===== src/rtl/scr_pkg.sv =====
package scr_pkg;
  parameter int SCR_ADDR_W  = 16;
  parameter int SCR_COORD_W = 8;
  parameter int SCR_MASK_W  = 8;

  // Field positions of the interleaved layout (behaviour depends on them)
  parameter int LINE_LSB  = 8;   // pixel line within character row
  parameter int CROW_LSB  = 5;   // character row within third
  parameter int THIRD_LSB = 11;  // third of the screen

  typedef enum logic [1:0] {
    OP_ADDR = 2'd0,
    OP_STEP = 2'd1,
    OP_MASK = 2'd2,
    OP_NONE = 2'd3
  } scr_op_e;
endpackage


===== src/rtl/scr_addr_map.sv =====
module scr_addr_map
  import scr_pkg::*;
#(
  parameter logic [SCR_ADDR_W-1:0] BASE = 16'h4000
) (
  input  logic [SCR_COORD_W-1:0] row,
  input  logic [SCR_COORD_W-1:0] col,
  output logic [SCR_ADDR_W-1:0]  addr
);
  localparam int OFS_W = THIRD_LSB + 2;

  logic [OFS_W-1:0] offset;

  // third | line in cell | character row | byte column
  assign offset = {row[7:6], row[2:0], row[5:3], col[7:3]};
  assign addr   = BASE + SCR_ADDR_W'(offset);
endmodule


===== src/rtl/scr_line_step.sv =====
module scr_line_step
  import scr_pkg::*;
(
  input  logic [SCR_ADDR_W-1:0] addr_in,
  output logic [SCR_ADDR_W-1:0] addr_out
);
  localparam logic [SCR_ADDR_W-1:0] LINE_INC  = SCR_ADDR_W'(1) << LINE_LSB;
  localparam logic [SCR_ADDR_W-1:0] CROW_INC  = SCR_ADDR_W'(1) << CROW_LSB;
  localparam logic [SCR_ADDR_W-1:0] THIRD_INC = SCR_ADDR_W'(1) << THIRD_LSB;
  localparam logic [SCR_ADDR_W-1:0] LINE_CLR  = ~(SCR_ADDR_W'(7) << LINE_LSB);
  localparam logic [SCR_ADDR_W-1:0] CROW_CLR  = ~(SCR_ADDR_W'(7) << CROW_LSB);

  logic line_last;
  logic crow_last;

  assign line_last = &addr_in[LINE_LSB +: 3];
  assign crow_last = &addr_in[CROW_LSB +: 3];

  always_comb begin
    if (!line_last) begin
      addr_out = addr_in + LINE_INC;
    end else if (!crow_last) begin
      addr_out = (addr_in & LINE_CLR) + CROW_INC;
    end else begin
      addr_out = (addr_in & LINE_CLR & CROW_CLR) + THIRD_INC;
    end
  end
endmodule


===== src/rtl/scr_pix_mask.sv =====
module scr_pix_mask
  import scr_pkg::*;
(
  input  logic [SCR_COORD_W-1:0] col,
  output logic [SCR_MASK_W-1:0]  mask
);
  localparam int SEL_W = $clog2(SCR_MASK_W);

  logic [SEL_W-1:0] sel;
  assign sel = col[SEL_W-1:0];

  // leftmost pixel sits in the most significant bit
  for (genvar i = 0; i < SCR_MASK_W; i++) begin : g_bit
    assign mask[i] = (sel == SEL_W'(SCR_MASK_W - 1 - i));
  end
endmodule


===== src/rtl/scr_addr_calc.sv =====
module scr_addr_calc
  import scr_pkg::*;
#(
  parameter int LATENCY = 8,
  parameter logic [SCR_ADDR_W-1:0] BASE = 16'h4000
) (
  input  logic                   clk,
  input  logic                   rst_n,
  input  logic                   in_valid,
  output logic                   in_ready,
  input  logic [1:0]             op_sel,
  input  logic [SCR_COORD_W-1:0] row_i,
  input  logic [SCR_COORD_W-1:0] col_i,
  input  logic [SCR_ADDR_W-1:0]  addr_i,
  output logic [SCR_ADDR_W-1:0]  out_addr,
  output logic [SCR_MASK_W-1:0]  out_mask,
  output logic                   done
);
  localparam int CNT_W = $clog2(LATENCY + 1);
  localparam logic [CNT_W-1:0] CNT_LOAD = CNT_W'(LATENCY - 1);

  logic                  busy_q;
  logic [CNT_W-1:0]      cnt_q;
  logic                  done_q;
  logic [SCR_ADDR_W-1:0] addr_q;
  logic [SCR_MASK_W-1:0] mask_q;
  logic                  accept;
  scr_op_e               op;

  logic [SCR_ADDR_W-1:0] map_addr;
  logic [SCR_ADDR_W-1:0] step_addr;
  logic [SCR_MASK_W-1:0] pix_mask;

  scr_addr_map #(.BASE(BASE)) u_map (
    .row (row_i),
    .col (col_i),
    .addr(map_addr)
  );

  scr_line_step u_step (
    .addr_in (addr_i),
    .addr_out(step_addr)
  );

  scr_pix_mask u_mask (
    .col (col_i),
    .mask(pix_mask)
  );

  assign op       = scr_op_e'(op_sel);
  assign in_ready = !busy_q;
  assign accept   = in_valid && in_ready;

  always_ff @(posedge clk) begin
    if (!rst_n) begin
      busy_q <= 1'b0;
      cnt_q  <= '0;
      done_q <= 1'b0;
      addr_q <= '0;
      mask_q <= '0;
    end else begin
      done_q <= 1'b0;
      if (accept) begin
        busy_q <= 1'b1;
        cnt_q  <= CNT_LOAD;
        unique case (op)
          OP_ADDR: addr_q <= map_addr;
          OP_STEP: addr_q <= step_addr;
          OP_MASK: mask_q <= pix_mask;
          default: ;
        endcase
      end else if (busy_q) begin
        cnt_q <= cnt_q - CNT_W'(1);
        if (cnt_q == CNT_W'(1)) begin
          busy_q <= 1'b0;
          done_q <= 1'b1;
        end
      end
    end
  end

  assign out_addr = addr_q;
  assign out_mask = mask_q;
  assign done     = done_q;

  // Independent age counter used only by the latency assertion
  logic [CNT_W-1:0] chk_age_q;
  always_ff @(posedge clk) begin
    if (!rst_n) begin
      chk_age_q <= CNT_W'(LATENCY);
    end else if (accept) begin
      chk_age_q <= '0;
    end else if (chk_age_q != CNT_W'(LATENCY)) begin
      chk_age_q <= chk_age_q + CNT_W'(1);
    end
  end

  assert_done_latency_R8: assert property (@(posedge clk) disable iff (!rst_n)
    done |-> (chk_age_q == CNT_W'(LATENCY - 1)));

  assert_done_pulse_R8: assert property (@(posedge clk) disable iff (!rst_n)
    done |=> !done);

  assert_no_reissue_R9: assert property (@(posedge clk) disable iff (!rst_n)
    accept |=> !in_ready);

  assert_hold_outputs_R11: assert property (@(posedge clk) disable iff (!rst_n)
    !accept |=> ($stable(out_addr) && $stable(out_mask)));

  assert_mask_onehot_R7: assert property (@(posedge clk) disable iff (!rst_n)
    (out_mask != '0) |-> ($countones(out_mask) == 1));

  assert_step_keeps_column_R3: assert property (@(posedge clk) disable iff (!rst_n)
    (accept && op_sel == 2'd1) |=> (out_addr[CROW_LSB-1:0] == $past(addr_i[CROW_LSB-1:0])));
endmodule


===== config.mk =====
export PLATFORM = sky130hd
export DESIGN_NAME = scr_addr_calc
export DESIGN_NICKNAME = d
export VERILOG_FILES = /design/src/rtl/scr_pkg.sv /design/src/rtl/scr_addr_map.sv /design/src/rtl/scr_line_step.sv /design/src/rtl/scr_pix_mask.sv /design/src/rtl/scr_addr_calc.sv
export SDC_FILE = /design/constraint.sdc
export NUM_CORES = 1
export LEC_CHECK = 0
export BUFFER_PORTS_ARGS = -buffer_cell sky130_fd_sc_hd__buf_4
export CORE_ASPECT_RATIO = 0.7
export CORE_MARGIN = 3
export CORE_UTILIZATION = 35
export CTS_CLUSTER_DIAMETER = 120
export DETAILED_ROUTE_END_ITERATION = 10
export SYNTH_ARGS = -nofsm -noshare
export SYNTH_HDL_FRONTEND = slang
export SYNTH_SLANG_ARGS = --single-unit

===== constraint.sdc =====
create_clock -name clk -period 1.9 [get_ports clk]
set_input_delay 0.19 -clock clk [delete_from_list [all_inputs] [get_ports clk]]
set_output_delay 0.19 -clock clk [all_outputs]
set_load 0.05 [all_outputs]

==> results of run 1 <==
## cell usage after synthesis, drive strengths merged, types with 3 or more instances
cell type | n | share of area [%]
o211a | 3 | 1.9
nand4 | 3 | 1.2
nor3 | 6 | 1.9
nor2b | 7 | 2.7
a221oi | 3 | 1.6
o21ai | 10 | 3.1
clkbuf | 5 | 1.2
and2 | 3 | 1.2
a21oi | 9 | 2.8
nand3 | 12 | 3.7
o221ai | 7 | 3.8
buf | 9 | 3.4
nor4b | 3 | 1.6
xnor2 | 3 | 1.6
nand2 | 18 | 4.2
nor2 | 7 | 1.6
inv | 5 | 1.2
a21boi | 6 | 2.8
mux2 | 4 | 2.8
ha | 8 | 6.2
nor3b | 3 | 2.1
dfxtp | 30 | 37
## per-layer routing
| layer | track usage [%] | part of all wire (%) | up-vias |
|---|---|---|---|
| met4 | 6.420 | 1.5 | 0 |
| met2 | 24.34 | 43 | 44 |
| li1 | - | - | 790 |
| met5 | 0 | 0 | - |
| met3 | 6.456 | 8.3 | 6 |
| met1 | 20.83 | 47 | 671 |
## stage by stage
stage | setup WS (ns) | instance area [sq um] | util, % | total power [mW] | instances
global placement | 0.2089 | 2107 | 50.65 | 1.038 | 289
CTS | 0.3875 | 2250 | 54.08 | 1.865 | 297
floorplan | 0.3038 | 1604 | - | 0.9021 | 183
finish | 0.3703 | 2250 | 54.08 | 1.846 | 297
detailed placement | 0.1441 | 2107 | 50.65 | 1.040 | 289
global route | 0.2310 | 2250 | 54.08 | 1.925 | 297
## final timing paths
kind	cells after the start	from	slack, ns	end
max	4	busy_q$_SDFF_PN0_	0.37	out_addr[13]$_SDFFE_PN0P_
min reg2reg	2	out_addr[11]$_SDFFE_PN0P_	0.46	out_addr[11]$_SDFFE_PN0P_
max reg2reg	4	busy_q$_SDFF_PN0_	0.37	out_addr[13]$_SDFFE_PN0P_
min	3	row_i[0]	0.16	out_addr[8]$_SDFFE_PN0P_
## flip-flops by register name, summed over array words and instances (netlist names)
register and count:
out_addr 16, out_mask 8, busy_q 1, cnt_q 4, done 1
## area by class of cell
type | count | area share (%)
repair buffers | 68 | 22.69
clock buffers | 6 | 3.671
well taps | 52 | 2.892
clock inverters | 2 | 2.670
inverters | 6 | 1.001
flip-flops and latches | 30 | 26.70
multi-input cells | 133 | 40.38
## worst max-delay path: cells and delay by family (launching register included)
family	cells	cell delay [ns]
flip-flops	1	0.60
AO/OA/AOI/OAI	1	0.30
AND/OR/NAND/NOR	3	0.52
## report_power, final
group | leakage (nW) | internal [mW] | switching [mW]
clock network | 0.0714 | 0.559 | 0.263
logic | 0.672 | 0.145 | 0.195
registers | 0.245 | 0.660 | 0.0241
## kinds of logic after synthesis
| logic type | after synthesis | synth area share, % |
|---|---|---|
| DFF | 30 | 37.44 |
| adders and majority gates | 8 | 6.240 |
| buffers and inverters | 20 | 5.928 |
| xor gates and xnor gates | 3 | 1.638 |
| muxes | 6 | 4.056 |
| and+or+nand+nor | 70 | 24.26 |
| AOI/OAI and AO/OA | 46 | 20.44 |
==> qor.txt, run 1 <==
I/O pin cnt: 63
WP data required: 2.08 ns
Critical path arrival: 1.71 ns
Register Area: 600.6 sq um
Max frequency: 0.6537 GHz
Drt via density: 5.088
Worst Max-Slew Pin Slew: 0.4556 ns
Port buffer count: 62
Root buffer cell: clkbuf_8
Post-Syn Area per Cell: 8.765 sq um
Die Wd: 86.92 um
Kind of critical path: flop to flop
# DRC: 0
Final setup viols: 0
Post-CTS sizing: 0
Final worst-path cycle share: 80.51%
Wire per inst: 14.27 um
DIE AREA: 0.005444 sq mm
Endpoints failing hold: 0
CTS Buf Count: 5
Total number of vias: 1511
Class of the worst hold path: input pin to flop
Startpoint types: flop
Synthesis-stage register bit count: 30
Main synth FF type: dfxtp_1
Clock Skew: 0.004551 ns
Commonest non-fill, non-tap cell in the layout: buf_4
Antenna diodes: 0
CTS clock-pin slew for the worst setup and hold paths: 0.07 ns
TNS Setup: 0 ns
Hold Worst Slack: 0.1619 ns
Slew Limit Headroom: 69.58%
CTS tree: done
GR Util All Layers: 16.30%
Area delta synth->final: 40.25%
Clock Sinks: 30
Yosys Warn Count: 0
Fin nets: 289
GPL Wtd Cong: 0.8053
Endpoint class of the critical path: flop
Multi-input gate area: 908.4 sq um
Vias in the first global route: 1525
Crit path time final: 1.530 ns
Status: completed
Pwr per Cell Area: 820.7 mW/mm^2
Net Count, Synth: 228
RSZ-0062 raised after global routing: no
Hold_buf cts: 0
Initial antenna violation count: 0
Max incr delay on CP: 0.60 ns
Die span in y: 62.64 um
Synth Cell Area: 0.001604 sq mm
Maximum buffer depth of the clock tree: 2
Pin count of the biggest net entering global routing: 37
# Post-CTS Setup Buffers: 0
Mapped Cells: 183
Worst vdd rail ir drop: 0.5517 mV
Worst-Skew Late Latency: 0.29 ns
Fraction of layout cells with a size suffix above 1: 33.88%
Fraction of registers with async set/reset: 0%
First-pass GRT wire length: 7044 um
CP Max Fanout: 12
Starting Density: 38.56%
Post-synth EDFFs: 0
Crit-path slowest cell: dfxtp_1
Slew Viols, Final: 0
Detail Route Antenna Nets: 0
Cell variety after synth: 43
First DRT Iteration DRCs: 59
Core Area: 0.004160 sq mm
Htree depth: 2
Leak: 0.9885 nW
Most frequent cells in the layout: buf_4 (68), dfxtp_1 (30), nand2_1 (18), nand3_1 (12), a21oi_1 (9)
Row Count: 19
Fill count: 382
Crit-path cells: nor3b_4, and4b_1, and3_1, a311o_2
Max_cap viols: 0
Drt first pass iters: 4
DP Wirelength: 3087 um
Drt total wl: 4239 um
Sequential fraction of the synthesis area: 37.44%
GRT Residual Overflow: 0
Power figures use the tool's default switching activity.
==> inputs of run 2 (changes only) <==
clock period = 1.35 ns   (was 1.9 ns; I/O delays follow)
==> run 2 against run 1 <==
Effect of this change:
- die area unchanged
- via count up 5.8%
- total power up 22%
- sequential share of layout area down 1.5 points
- wire length up 4.2%
- non-clock buffer count up 15
- cell area up 6.0%
- worst hold slack worse by 0.045 ns
- global-route usage up 0.14 points
- final cell count up 5.1%
- sequential power up 40%
- critical path type is now input pin to flop
- largest cell class unchanged
- largest power group is now sequential cells
==> qor.txt, run 2 (same netlist as run 1, synthesis figures left out) <==
Status: completed
Endpoints failing hold: 0 (unchanged)
Max_cap viols: 0 (unchanged)
Total number of vias: 1598 (+5.8%)
CTS Buf Count: 5 (unchanged)
CTS tree: done
Final setup viols: 0 (unchanged)
Area delta synth->final: 48.67%
Clock Skew: 0.003888 ns (-0.0006631 ns)
Final worst-path cycle share: 94.51%
Root buffer cell: clkbuf_8
Commonest non-fill, non-tap cell in the layout: buf_4
Endpoint class of the critical path: flop
WP data required: 1.52 ns (-0.56 ns)
Most frequent cells in the layout: buf_4 (81), dfxtp_1 (29), nand2_1 (17), nand3_1 (11), a21oi_1 (9)
Max frequency: 0.7838 GHz
Detail Route Antenna Nets: 0 (unchanged)
Fraction of layout cells with a size suffix above 1: 40.77% (+6.9 points)
Vias in the first global route: 1499 (-1.7%)
First-pass GRT wire length: 7182 um (+2.0%)
I/O pin cnt: 63 (unchanged)
GPL Wtd Cong: 0.8397 (+4.3%)
GR Util All Layers: 16.44% (+0.14 points)
Antenna diodes: 0 (unchanged)
Leak: 1.063 nW (+7.6%)
Worst-Skew Late Latency: 0.28 ns (about the same)
Slew Limit Headroom: 76.83% (+7.2 points)
Core Area: 0.004160 sq mm (unchanged)
First DRT Iteration DRCs: 75 (+27%)
RSZ-0062 raised after global routing: no
Clock Sinks: 30 (unchanged)
Fin nets: 304 (+5.2%)
Starting Density: 38.56% (unchanged)
Initial antenna violation count: 0 (unchanged)
Critical path arrival: 1.45 ns (-0.26 ns)
Class of the worst hold path: input pin to flop
DP Wirelength: 3389 um (+9.8%)
Pwr per Cell Area: 945.6 mW/mm^2 (+15%)
Die span in y: 62.64 um (unchanged)
Row Count: 19 (unchanged)
Crit path time final: 1.276 ns
Final worst slack: 0.07414 ns (-0.2961 ns)
Fill count: 406 (+6.3%)
Drt via density: 5.122 (+0.67%)
Startpoint types: input pin
TNS Setup: 0 ns (unchanged)
DIE AREA: 0.005444 sq mm (unchanged)
CTS clock-pin slew for the worst setup and hold paths: 0.07 ns (about the same)
Wire per inst: 14.16 um (-0.79%)
Maximum buffer depth of the clock tree: 2 (unchanged)
GRT Residual Overflow: 0 (unchanged)
Worst Max-Slew Pin Slew: 0.3455 ns (-0.1102 ns)
CP Max Fanout: 4 (-8)
Placement-stage cell area: 0.002283 sq mm (+8.4%)
Hold Worst Slack: 0.1171 ns (-0.04482 ns)
Worst vdd rail ir drop: 0.5695 mV (+3.2%)
Drt first pass iters: 4 (unchanged)
Kind of critical path: input pin to flop
Pin count of the biggest net entering global routing: 34 (-8.1%)
Post-place setup slack: -0.2226 ns (-0.3667 ns)
# DRC: 0 (unchanged)
Drt total wl: 4418 um (+4.2%)
Port buffer count: 62 (unchanged)
Die Wd: 86.92 um (unchanged)
Largest register FFs: 16 (unchanged)
Post-route cell area: 0.002385 sq mm (+6.0%)
Slew Viols, Final: 0 (unchanged)
Htree depth: 2 (unchanged)
[run 2: cell count changes in the layout (fill, tap and decap cells not counted), moves of 2 or more]
cell,change
a221oi_2,+3
clkinvlp_4,+2
a221oi_1,-3
buf_12,+2
bufinv_16,-2
a21boi_0,-6
a21boi_1,+6
buf_4,+13
[run 2: layout make-up]
type | instances | area (sq um) | area share, %
Sequential cell | 30 | 601.8 | 25.24
Inverter | 6 | 26.28 | 1.102
Tap cell | 52 | 65.06 | 2.728
Clock buffer | 6 | 82.58 | 3.463
Timing Repair Buffer | 83 | 648.1 | 27.18
Multi-Input combinational cell | 133 | 948.4 | 39.77
Clock inverter | 2 | 12.51 | 0.5247
[run 2: metal layers]
metal / GRT usage, % / wire (um) / vias to the layer above
met5: 0 / 0 / -
met4: 4.475 / 31 / 0
met3: 5.797 / 312 / 5
met2: 22.35 / 1798 / 41
met1: 24.09 / 2276 / 728
li1: - / - / 824
[run 2: repair_timing]
action | in CTS | in global routing
endpoints found under the setup margin | 0 | 1
gates resized for setup | 0 | 1
hold buffers | 0 | 0
setup buffers | 0 | 0
[run 2: stage by stage]
step | power [mW] | utilization, % | instances
global route | 2.381 | 57.32 | 312
floorplan | 1.288 | - | 183
finish | 2.255 | 57.32 | 312
global placement | 1.518 | 54.89 | 304
detailed placement | 1.521 | 54.89 | 304
CTS | 2.289 | 57.17 | 312
[run 2: power by group]
part           internal [mW]  switching, mW  leakage [nW]
registers              0.929         0.0268         0.245
logic                  0.243          0.301         0.771
clock network          0.409          0.346        0.0472
total                   1.58          0.674          1.06
[run 2: worst paths after layout]
path | startpoint | end | slack (ns) | cells after the start
min reg2reg | out_addr[3]$_SDFFE_PN0P_ | out_addr[3]$_SDFFE_PN0P_ | 0.45 | 2
max | addr_i[8] | out_addr[13]$_SDFFE_PN0P_ | 0.07 | 7
min | row_i[0] | out_addr[8]$_SDFFE_PN0P_ | 0.12 | 3
max reg2reg | busy_q$_SDFF_PN0_ | out_mask[5]$_SDFFE_PN0P_ | 0.13 | 5
[run 2: worst max-delay path, stage by stage]
cell and delay (ns):
buf_4 0.12, ha_1 0.21, ha_1 0.19, nand4b_1 0.25, nand2_1 0.12, a21oi_1 0.07, a311o_2 0.34
==> inputs of run 3 (changes only) <==
CORE_ASPECT_RATIO = 1.75   (was 0.7)
==> run 3 against run 2 <==
Effect of this change:
- total power rose by 5.9%
- clock skew rose by 0.00068 ns
- final cell count did not move
- global-route usage up 0.097 points
- cell area up 0.42%
- first-iteration DRC count down 56%
- fmax is 0.85% higher
- critical path depth did not move
- register-to-register slack got worse by 0.03 ns
- non-clock buffer count grew 1
==> qor.txt, run 3 (same netlist as run 1, synthesis figures left out) <==
Status: completed
DIE AREA: 0.005463 sq mm (+0.35%)
Multi-input gate area: 963.4 sq um (+1.6%)
Max frequency: 0.7904 GHz (+0.85%)
DP Wirelength: 3362 um (-0.81%)
I/O pin cnt: 63 (unchanged)
# Post-CTS Setup Buffers: 0 (unchanged)
Leak: 1.064 nW (about the same)
Hold Worst Slack: 0.1119 ns (-0.005222 ns)
Core Area: 0.004404 sq mm (+5.9%)
RSZ-0062 raised after global routing: no
Max_cap viols: 0 (unchanged)
CTS clock-pin slew for the worst setup and hold paths: 0.07 ns (about the same)
Vias in the first global route: 1511 (+0.80%)
Final worst-path cycle share: 93.72% (-0.79 points)
Die span in y: 95.56 um (+53%)
Fraction of layout cells with a size suffix above 1: 42.53% (+1.8 points)
CTS Buf Count: 5 (unchanged)
Initial antenna violation count: 0 (unchanged)
Logic pwr share: 22.6% (-1.5 points)
Util after Layout: 54.37% (-2.9 points)
WP data required: 1.52 ns (about the same)
Area delta synth->final: 49.30%
First DRT Iteration DRCs: 33 (-56%)
Total number of vias: 1595 (-0.19%)
Slew Viols, Final: 0 (unchanged)
Post-route cell area: 0.002395 sq mm (+0.42%)
Int Power: 1.711 mW (+8.2%)
Maximum buffer depth of the clock tree: 2 (unchanged)
Sw Ratio: 28.37% (-1.5 points)
Total power: 2.388 mW (+5.9%)
Row Count: 32 (+13)
Placement-stage cell area: 0.002265 sq mm (-0.82%)
GR Util All Layers: 16.54% (+0.097 points)
Wire per inst: 14.10 um (-0.45%)
CTS tree: done
Starting Density: 36.42% (-2.1 points)
Kind of critical path: input pin to flop
Htree depth: 2 (unchanged)
Critical path arrival: 1.43 ns (-0.02 ns)
Endpoints failing hold: 0 (unchanged)
Most frequent cells in the layout: buf_4 (84), dfxtp_1 (29), nand2_1 (17), nand3_1 (11)
Post-place setup slack: -0.2067 ns (+0.01593 ns)
Slew Limit Headroom: 78.75% (+1.9 points)
Endpoint class of the critical path: flop
GPL Wtd Cong: 0.8373 (-0.29%)
Root buffer cell: clkbuf_8
Final setup viols: 0 (unchanged)
Detail Route Antenna Nets: 0 (unchanged)
GRT Residual Overflow: 0 (unchanged)
Non-filler cells, final: 312 (unchanged)
Clock Skew: 0.004567 ns (+0.0006782 ns)
Die Wd: 57.18 um (-34%)
Worst vdd rail ir drop: 0.7211 mV (+27%)
CP Max Fanout: 4 (unchanged)
Startpoint types: input pin
Worst-Skew Late Latency: 0.28 ns (about the same)
Register Area: 601.8 sq um (unchanged)
Crit path time final: 1.265 ns (-0.01069 ns)
Class of the worst hold path: input pin to flop
First-pass GRT wire length: 7093 um (-1.2%)
Drt first pass iters: 4 (unchanged)
Pin count of the biggest net entering global routing: 29 (-15%)
Antenna diodes: 0 (unchanged)
Fill count: 445 (+9.6%)
Fin nets: 305 (+0.33%)
Largest register FFs: 16 (unchanged)
Worst Max-Slew Pin Slew: 0.3168 ns (-0.02871 ns)
Drt total wl: 4398 um (-0.45%)
Drt via density: 5.112 (-0.19%)
Net Sw Power: 0.6774 mW (+0.51%)
Commonest non-fill, non-tap cell in the layout: buf_4
TNS Setup: 0 ns (unchanged)
Pwr per Cell Area: 997.2 mW/mm^2 (+5.5%)
Final worst slack: 0.08483 ns (+0.01069 ns)
Port buffer count: 62 (unchanged)
Seq pwr share: 40.1% (-2.3 points)
Clock power frac: 37.2% (+3.7 points)
# DRC: 0 (unchanged)
Cells after DPL: 304 (unchanged)
Clock Sinks: 30 (unchanged)
==> run 3: cell types whose count changed in the layout (fill, tap and decap cells not counted), sizes merged <==
| cell | delta |
|---|---|
| buf | +1 |
| clkinvlp | -1 |
| bufinv | +1 |
| clkinv | +1 |
| clkbuf | -1 |
==> run 3: metal layers <==
layer,vias to the layer above,wire (um),track usage (%)
met5,-,0,0
met4,0,48,4.642
met3,4,198,3.930
met2,35,2369,30.44
met1,732,1782,18.61
li1,824,-,-
==> run 3: final timing paths <==
kind                                  from                         to  slack, ns  depth (start not counted)
setup / recovery                 addr_i[8]  out_addr[13]$_SDFFE_PN0P_       0.08                          7
hold / removal                    row_i[3]   out_addr[5]$_SDFFE_PN0P_       0.11                          3
hold reg to reg   out_addr[1]$_SDFFE_PN0P_   out_addr[1]$_SDFFE_PN0P_       0.45                          2
setup reg to reg     cnt_q[0]$_SDFFE_PN0P_      cnt_q[2]$_SDFFE_PN0P_       0.10                          4
==> run 3: area by class of cell <==
type                            instances  area share (%)
Timing Repair Buffer                   84           26.33
Clock buffer                            5           2.874
Sequential cell                        30           25.13
Clock inverter                          3           1.672
Multi-Input combinational cell        133           40.23
Tap cell                               51           2.665
Inverter                                6           1.097
==> run 3: power groups by stage <==
stage	clock network (mW)	logic [mW]	registers (mW)
3_5_place_dp	0	0.537	0.979
4_1_cts	0.921	0.539	0.959
5_1_grt	0.950	0.585	0.965
3_3_place_gp	0	0.533	0.978
6_report	0.889	0.540	0.959
2_1_floorplan	0	0.217	1.07
==> run 3: repair_timing <==
item / in CTS / in global routing
setup endpoints to repair: 0 / 4
resized for setup: 0 / 5
hold buffers: 0 / 0
==> run 3: critical path, stage by stage <==
cell      delay, ns
buf_4          0.12
ha_2           0.18
ha_2           0.18
nand4b_1       0.26
nand2_1        0.14
a21oi_1        0.07
a311o_2        0.34
